File: src/rtl/tlb_xlate.sv
module tlb_xlate #(
  parameter int N      = 32,
  parameter int ASID_W = 8,
  parameter int PFN_W  = 20,
  parameter int MASK_W = 12
) (
  input  logic                 clk,
  input  logic                 rst_n,
  input  logic                 wr_en,
  input  logic [$clog2(N)-1:0] wr_idx,
  input  logic [MASK_W-1:0]    wr_mask,
  input  logic [28:0]          wr_vpn2,
  input  logic [ASID_W-1:0]    wr_asid,
  input  logic                 wr_global,
  input  logic [PFN_W-1:0]     wr_pfn_even,
  input  logic                 wr_v_even,
  input  logic                 wr_d_even,
  input  logic [PFN_W-1:0]     wr_pfn_odd,
  input  logic                 wr_v_odd,
  input  logic                 wr_d_odd,
  input  logic [63:0]          va,
  input  logic                 is_store,
  input  logic [ASID_W-1:0]    cur_asid,
  output logic                 hit,
  output logic [$clog2(N)-1:0] hit_idx,
  output logic [31:0]          pa,
  output logic [1:0]           err
);
  localparam int IDX_W = $clog2(N);
  localparam int KEY_W = 29;
  localparam int OFF_W = 12;

  logic [N-1:0]       vld;
  logic [MASK_W-1:0]  e_mask [N];
  logic [KEY_W-1:0]   e_vpn  [N];
  logic [ASID_W-1:0]  e_asid [N];
  logic [N-1:0]       e_g;
  logic [PFN_W-1:0]   e_pfn0 [N];
  logic [PFN_W-1:0]   e_pfn1 [N];
  logic [N-1:0]       e_v0, e_d0, e_v1, e_d1;

  always_ff @(posedge clk or negedge rst_n)
    if (!rst_n)     vld <= '0;
    else if (wr_en) vld[wr_idx] <= 1'b1;

  always_ff @(posedge clk)
    if (wr_en) begin
      e_mask[wr_idx] <= wr_mask;
      e_vpn[wr_idx]  <= wr_vpn2;
      e_asid[wr_idx] <= wr_asid;
      e_g[wr_idx]    <= wr_global;
      e_pfn0[wr_idx] <= wr_pfn_even;
      e_v0[wr_idx]   <= wr_v_even;
      e_d0[wr_idx]   <= wr_d_even;
      e_pfn1[wr_idx] <= wr_pfn_odd;
      e_v1[wr_idx]   <= wr_v_odd;
      e_d1[wr_idx]   <= wr_d_odd;
    end

  wire [KEY_W-1:0] va_key = {va[63:62], va[39:13]};
  logic [N-1:0] match, win;

  for (genvar i = 0; i < N; i++) begin : g_cmp
    assign match[i] = vld[i]
      && (((e_vpn[i] ^ va_key) & ~{{(KEY_W-MASK_W){1'b0}}, e_mask[i]}) == '0)
      && (e_g[i] || (e_asid[i] == cur_asid));
  end

  assign win = match & (~match + 1'b1);
  assign hit = |match;

  always_comb begin
    hit_idx = '0;
    for (int i = 0; i < N; i++)
      if (win[i]) hit_idx = hit_idx | IDX_W'(i);
  end

  wire [31:0] omask = {{(32-MASK_W-OFF_W){1'b0}}, e_mask[hit_idx], {OFF_W{1'b1}}};
  wire        odd   = |(va[31:0] & (omask + 32'd1));
  wire [PFN_W-1:0] pfn = odd ? e_pfn1[hit_idx] : e_pfn0[hit_idx];
  wire        sel_v = odd ? e_v1[hit_idx] : e_v0[hit_idx];
  wire        sel_d = odd ? e_d1[hit_idx] : e_d0[hit_idx];

  assign pa = 32'({pfn, {OFF_W{1'b0}}}) | (va[31:0] & omask);

  always_comb begin
    if (!hit)                  err = 2'd1;
    else if (!sel_v)           err = 2'd2;
    else if (is_store && !sel_d) err = 2'd3;
    else                       err = 2'd0;
  end

  a_r1_miss_iff_nohit: assert property (@(posedge clk) disable iff (!rst_n)
    (err == 2'd1) == !hit);
  a_r2_write_enables: assert property (@(posedge clk) disable iff (!rst_n)
    wr_en |=> vld[$past(wr_idx)]);
  a_r5_lowest_wins: assert property (@(posedge clk) disable iff (!rst_n)
    hit |-> (match[hit_idx] && ((match & ((N'(1) << hit_idx) - N'(1))) == '0)));
  a_r7_offset_passes: assert property (@(posedge clk) disable iff (!rst_n)
    (err == 2'd0) |-> ((pa & omask) == (va[31:0] & omask)));
  a_r9_mod_only_store: assert property (@(posedge clk) disable iff (!rst_n)
    (err == 2'd3) |-> is_store);
endmodule

File: config.mk
export PLATFORM = sky130hd
export DESIGN_NAME = tlb_xlate
export DESIGN_NICKNAME = d
export VERILOG_FILES = /design/src/rtl/tlb_xlate.sv
export SDC_FILE = /design/constraint.sdc
export NUM_CORES = 2
export LEC_CHECK = 0
export BUFFER_PORTS_ARGS = -buffer_cell sky130_fd_sc_hd__buf_4
export CAP_MARGIN = 10
export CORE_ASPECT_RATIO = 0.5
export CORE_MARGIN = 2
export CORE_UTILIZATION = 28
export CTS_BUF_LIST = sky130_fd_sc_hd__clkbuf_4 sky130_fd_sc_hd__clkbuf_8 sky130_fd_sc_hd__clkbuf_16
export DETAILED_ROUTE_END_ITERATION = 12
export PLACE_DENSITY = 0.52
export SETUP_SLACK_MARGIN = 0.02
export SLEW_MARGIN = 30
export SYNTH_ARGS = -nofsm -noshare
export SYNTH_HDL_FRONTEND = slang
export SYNTH_SLANG_ARGS = --single-unit
File: constraint.sdc
create_clock -name clk -period 12.4 [get_ports clk]
set_clock_uncertainty 0.05 [all_clocks]
set_input_delay 0 -clock clk [delete_from_list [all_inputs] [get_ports clk]]
set_output_delay 0 -clock clk [all_outputs]
set_load 0.01 [all_outputs]
**Word level (Yosys, flattened, before mapping)**

Memories as Yosys holds them, arrays and structs flattened.
Cells that the tools add are included.

- Word-level logic and storage cells: 340
- Register bits after elaboration: 192
- Memories: 5
- Bits of input ports: 175
- RAM bits: 2,848

- Mux-type cells: 57
- Bitwise logic cells: 102
- $add $sub $neg: 2
- Magnitude comparators: 3
- Reductions and logical operators: 133
- Eq/ne operators: 32

Memories:

| memory | words | bits a word | read ports | clocked after Yosys merged registers in | write ports | line | text |
|---|---|---|---|---|---|---|---|
| e_vpn | 32 | 29 | 32 | 0 | 1 | 35 | `logic [KEY_W-1:0] e_vpn [N];` |
| e_pfn0 | 32 | 20 | 1 | 0 | 1 | 38 | `logic [PFN_W-1:0] e_pfn0 [N];` |
| e_pfn1 | 32 | 20 | 1 | 0 | 1 | 39 | `logic [PFN_W-1:0] e_pfn1 [N];` |
| e_mask | 32 | 12 | 33 | 0 | 1 | 34 | `logic [MASK_W-1:0] e_mask [N];` |
| e_asid | 32 | 8 | 32 | 0 | 1 | 36 | `logic [ASID_W-1:0] e_asid [N];` |

Operators by type and width:

| cell | number |
|---|---|
| AND 29 bit | 32 |
| logical NOT 29 bit | 32 |
| NOT 12 -> 29 bit | 32 |
| XOR 29 bit | 32 |
| == test 8 bit | 32 |
| bitwise mux 32 bit | 5 |
| two-way mux 5 bit | 16 |
| logical AND 1 bit | 66 |
| OR 32 bit | 2 |
| OR reduction 32 bit | 2 |
| adder 32 x 1 -> 32 bit, second input constant | 1 |
| AND 32 x 24 -> 32 bit | 1 |
| AND 32 x 25 -> 32 bit | 1 |
| AND 32 bit | 1 |
| logical OR 1 bit | 32 |
| two-way mux 4 bit | 8 |
| NOT 32 bit | 1 |
| adder 24 x 1 -> 25 bit, second input constant | 1 |
| binary-select mux 1 bit (select 5 bit) | 4 |
| two-way mux 20 bit | 1 |
| two-way mux 2 bit | 8 |
| < comparator 5 x 6 -> 1 bit, second input constant | 2 |
| two-way mux 3 bit | 4 |
| two-way mux 1 bit | 10 |
| other kinds (3) | 3 |

**Longest topological paths before layout**

An unclocked memory read counts as a cell.

- Depth after elaboration: 53
- Gate-level depth with buffers: 31
- Gate-level depth less buffers: 24

**Least setup slack after synthesis**

Ideal clock, no wire load.

- Path type: input to output
- Start: input va[29]
- End: output pa[27]
- Buffers on the path: 6
- Setup slack: 6,510 ps
- Required time: 12,350 ps
- Data arrival time: 5,840 ps
- Cell stages on the path: 28
- Cells stage by stage: buf_2 buf_6 buf_2 xnor2_1 nand4_1 nor4_1 nand4_1 nand2b_1 o311ai_0 a221oi_2 o2111ai_2 clkbuf_1 a211oi_1 a311oi_1 a31oi_1 a211oi_1 ha_1 inv_1 a2111oi_0 and4bb_2 nand3_1 xor2_1 a2111oi_2 nand4_2 buf_6 buf_6 a211o_1 a31oi_1

- Cells in the longest elaborated chain, start to end: 45
- Elaborated cells on any way between the ends: 202

Ends and longest elaborated chain:

| item | line | text |
|---|---|---|
| from (decl) | 21 | `input logic [63:0] va,` |
| XOR 29 bit | 65 | `&& (((e_vpn[i] ^ va_key) & ~{{(KEY_W-MASK_W){1'b0}}, e_mask[i]}) == '0)` |
| AND 29 bit | 65 |  |
| logical NOT 29 bit | 65 |  |
| logical AND 1 bit | 65 |  |
| logical AND 1 bit | 66 | `&& (e_g[i] \|\| (e_asid[i] == cur_asid));` |
| NOT 32 bit | 69 | `assign win = match & (~match + 1'b1);` |
| adder 32 x 1 -> 32 bit | 69 |  |
| AND 32 bit | 69 |  |
| (+7 left out) | -- |  |
| two-way mux 4 bit (8 in series) | 75 | `if (win[i]) hit_idx = hit_idx \| IDX_W'(i);` |
| two-way mux 5 bit (16 in series) | 75 |  |
| memory (32 x 12 bit) | -- |  |
| adder 24 x 1 -> 25 bit | 79 | `wire odd = \|(va[31:0] & (omask + 32'd1));` |
| AND 32 x 25 -> 32 bit | 79 |  |
| OR reduction 32 bit | 79 |  |
| two-way mux 20 bit * | 80 | `wire [PFN_W-1:0] pfn = odd ? e_pfn1[hit_idx] : e_pfn0[hit_idx];` |
| OR 32 bit * | 84 | `assign pa = 32'({pfn, {OFF_W{1'b0}}}) \| (va[31:0] & omask);` |
| to (decl) | 26 | `output logic [31:0] pa,` |

Mark *: on every way between the ends. The rest lies on a longest branch, timed or not.

==> results.json <==
{
  "grt_max_degree": 214,
  "vias": 81560,
  "postPlaceCellArea_mm2": 0.1385,
  "synth.top_cell.area_share": 0.6970,
  "synth_fa_ha_area_frac": 0.00009655,
  "ir_drop_mv": 0.1083,
  "end_kind": "output pin",
  "maxCapViolCount": 0,
  "grt_pass1_vias": 77690,
  "cts-buffers-inserted": 315,
  "synth_ff_type": "edfxtp_1",
  "path_clk_slew_ns": 0.06,
  "rsz0062_at_grt": "no",
  "status": "finished clean",
  "tritoncts": "done",
  "async_flop_share": 0.01053,
  "synth_edf_count": 3008,
  "ys_seq_elements": 3040,
  "ant_nets": 0,
  "avgSynthCellArea_um2": 14.76,
  "synth_top_family_by_area": "simple AND/OR/NAND/NOR gates",
  "route.detailed.wl_per_inst_um": 30.89,
  "r2r_setup_slack_ns": 11.52,
  "nets": 9315,
  "fin_tns_setup_ns": 0,
  "fin_area_mm2": 0.1500,
  "grt_pass1_wl_mm": 650.4,
  "muxShareOfSynthArea": 0.04244,
  "area.growth.synth_to_final_pct": 15.75,
  "worstMarginPinSlew_ns": 1.148,
  "cts_resized": 0,
  "die_y_um": 485.1,
  "cp.arrival_ns": 11.23,
  "port_buffers": 168,
  "clock-sinks": 3040,
  "cts_max_path_buffers": 4,
  "track_usage": 0.1964,
  "synth_fp_nets": 8957,
  "cts-hold-fix-buffers": 132,
  "drt-total-wl_mm": 479.8,
  "setup_viol": 0,
  "dr.pass1.iters": 6,
  "start_kind": "flip-flop",
  "worstPathRequired_ns": 12.35,
  "dieWidth_um": 966.1,
  "dieArea_mm2": 0.4686,
  "seq_area_mm2": 0.09113,
  "cts_setup_buffers": 0,
  "finalHoldViolCount": 0,
  "antenna_found_initial": 48,
  "total_power_w": 0.02207,
  "yosysSeqAreaShare": 0.7032,
  "h-tree-depth": 5,
  "multi_input_area_mm2": 0.03624,
  "dp_hpwl_mm": 281.5,
  "ys_types": 92,
  "overflow": 0,
  "gp_congestion": 0.9696,
  "hp-class": "input pin to flip-flop",
  "synth_common_cells": "edfxtp_1, xnor2_1, nand2_1",
  "critPathMaxFanout": 49,
  "synth_cells": 8781,
  "start_util": 0.2816,
  "drive_gt1_frac": 0.1103,
  "fin_crit_sh": 0.9096,
  "fin_util": 0.3259,
  "synth_compound_area_frac": 0.06625,
  "synth_area_leaders": "edfxtp_1, xnor2_1, mux2i_1",
  "power_density_mw_per_mm2": 147.2,
  "drc": 0,
  "synthSimpleGateAreaFrac": 0.08641,
  "power_leakage_nw": 46.28,
  "relSlewSlack": 0.2273,
  "viasPerCell": 5.251,
  "clock.fmax_mhz": 88.66,
  "crit_type": "flip-flop to output pin",
  "synth.largest_area_cell": "edfxtp_1",
  "synth_most_common_cell": "edfxtp_1",
  "synthXorXnorAreaFrac": 0.08060,
  "root_buffer": "clkbuf_16",
  "io_pins": 215,
  "dr.first_iter.drc_count": 10370,
  "synth_area_mm2": 0.1296,
  "rows": 176,
  "report.final.slew_viol_count": 0,
  "clk_latency_ns": 0.88,
  "yosys_warnings": 0,
  "fillCellCount": 44890,
  "fin_crit_ns": 11.28,
  "coreArea_mm2": 0.4602
}
==> cells by family (layout without fill, tap and decap cells) <==
logic type               Yosys count  after routing
AO/OA/AOI/OAI                   1283           1283
multiplexers                     547            547
flip-flops                      3040           3040
adder cells (fa/ha/maj)            1              1
buffers and inverters            503           1097
other                              0             14
AND/OR/NAND/NOR                 2217           2217
XOR/XNOR                        1190           1190
==> final timing paths <==
path | start | to | cells past startpoint
min in group asynchronous | rst_n | vld[4] | 4
setup reg to reg | vld[0] | vld[0] | 1
setup / recovery | e_vpn[3][28] | pa[25] | 27
hold / removal | wr_pfn_even[13] | e_pfn0[7][13] | 2
max in group asynchronous | rst_n | vld[22] | 4
hold reg to reg | vld[28] | vld[28] | 1
==> power breakdown <==
group          internal, W  switching [W]  leakage [nW]  total, W
sequential          0.0114      0.0000646          27.5    0.0115
clock              0.00540        0.00411          5.04   0.00951
combinational     0.000311       0.000751          13.8   0.00106
==> area by class of cell <==
class	instances	share of cell area
flip-flops and latches	3040	0.6075
multi-input cells	5238	0.2416
clock buffers	398	0.05805
well taps	6141	0.05122
repair buffers	524	0.03184
clock inverters	155	0.008984
inverters	20	0.0005505
diodes	14	0.0002336
==> flip-flops by register name, summed over array words and instances (netlist names), 256 cells and up <==
| signal | flops |
|---|---|
| e_pfn0 | 640 |
| e_pfn1 | 640 |
| e_vpn | 928 |
| e_asid | 256 |
| e_mask | 384 |
==> per-stage QoR <==
stage / std cells / setup WS, ns / hold WS (ns)
4_1_cts: 15510 / 1.441 / 0.01110
5_1_grt: 15520 / 0.9701 / 0.03836
2_1_floorplan: 8781 / 6.510 / -0.3456
6_report: 15530 / 1.120 / 0.06903
3_3_place_gp: 14810 / 2.177 / -0.04988
3_5_place_dp: 14830 / 2.130 / -0.04988
==> per-layer routing <==
metal / vias up / GRT usage / share of wire
li1: 34560 / - / -
met1: 42480 / 0.2577 / 0.41
met2: 3628 / 0.3221 / 0.47
met3: 869 / 0.02892 / 0.071
met4: 12 / 0.09124 / 0.055
met5: - / 0 / 0.00016
==> critical path, cell delays in order (launching register included) <==
cell       delay, ns
edfxtp_1        0.38
xnor2_1         0.54
nand4_1         0.17
nor4_1          0.95
nand4_1         0.32
nand4_1         0.58
nor2_1          0.39
o21ai_0         0.33
nand3_4         0.47
clkinv_1        0.61
a211oi_1        0.16
a311oi_1        0.77
a2111oi_0       0.28
a211oi_2        0.31
buf_4           0.27
ha_1            0.20
inv_1           0.07
a2111oi_0       0.30
and4bb_2        0.34
nand3_1         0.10
xor2_1          0.18
a2111oi_2       0.52
nand4_4         0.13
buf_4           0.42
a211oi_1        0.51
a211oi_1        0.10
a31oi_1         0.58
buf_4           0.24
==> cell usage in the layout, fill, tap and decap left out, types with 76 or more instances in the layout <==
cell and n:
edfxtp_1 3008, xnor2_1 993, nand2_1 954, mux2i_1 527, and3_1 368, buf_4 351
a21oi_1 342, clkbuf_16 324, a211oi_1 308, o22ai_1 296, nand4_1 280, nor4_1 206
xor2_1 194, dlygate4sd3_1 125, nor2_1 123, o211ai_1 76
No activity file was read; power rests on OpenSTA's default activity.
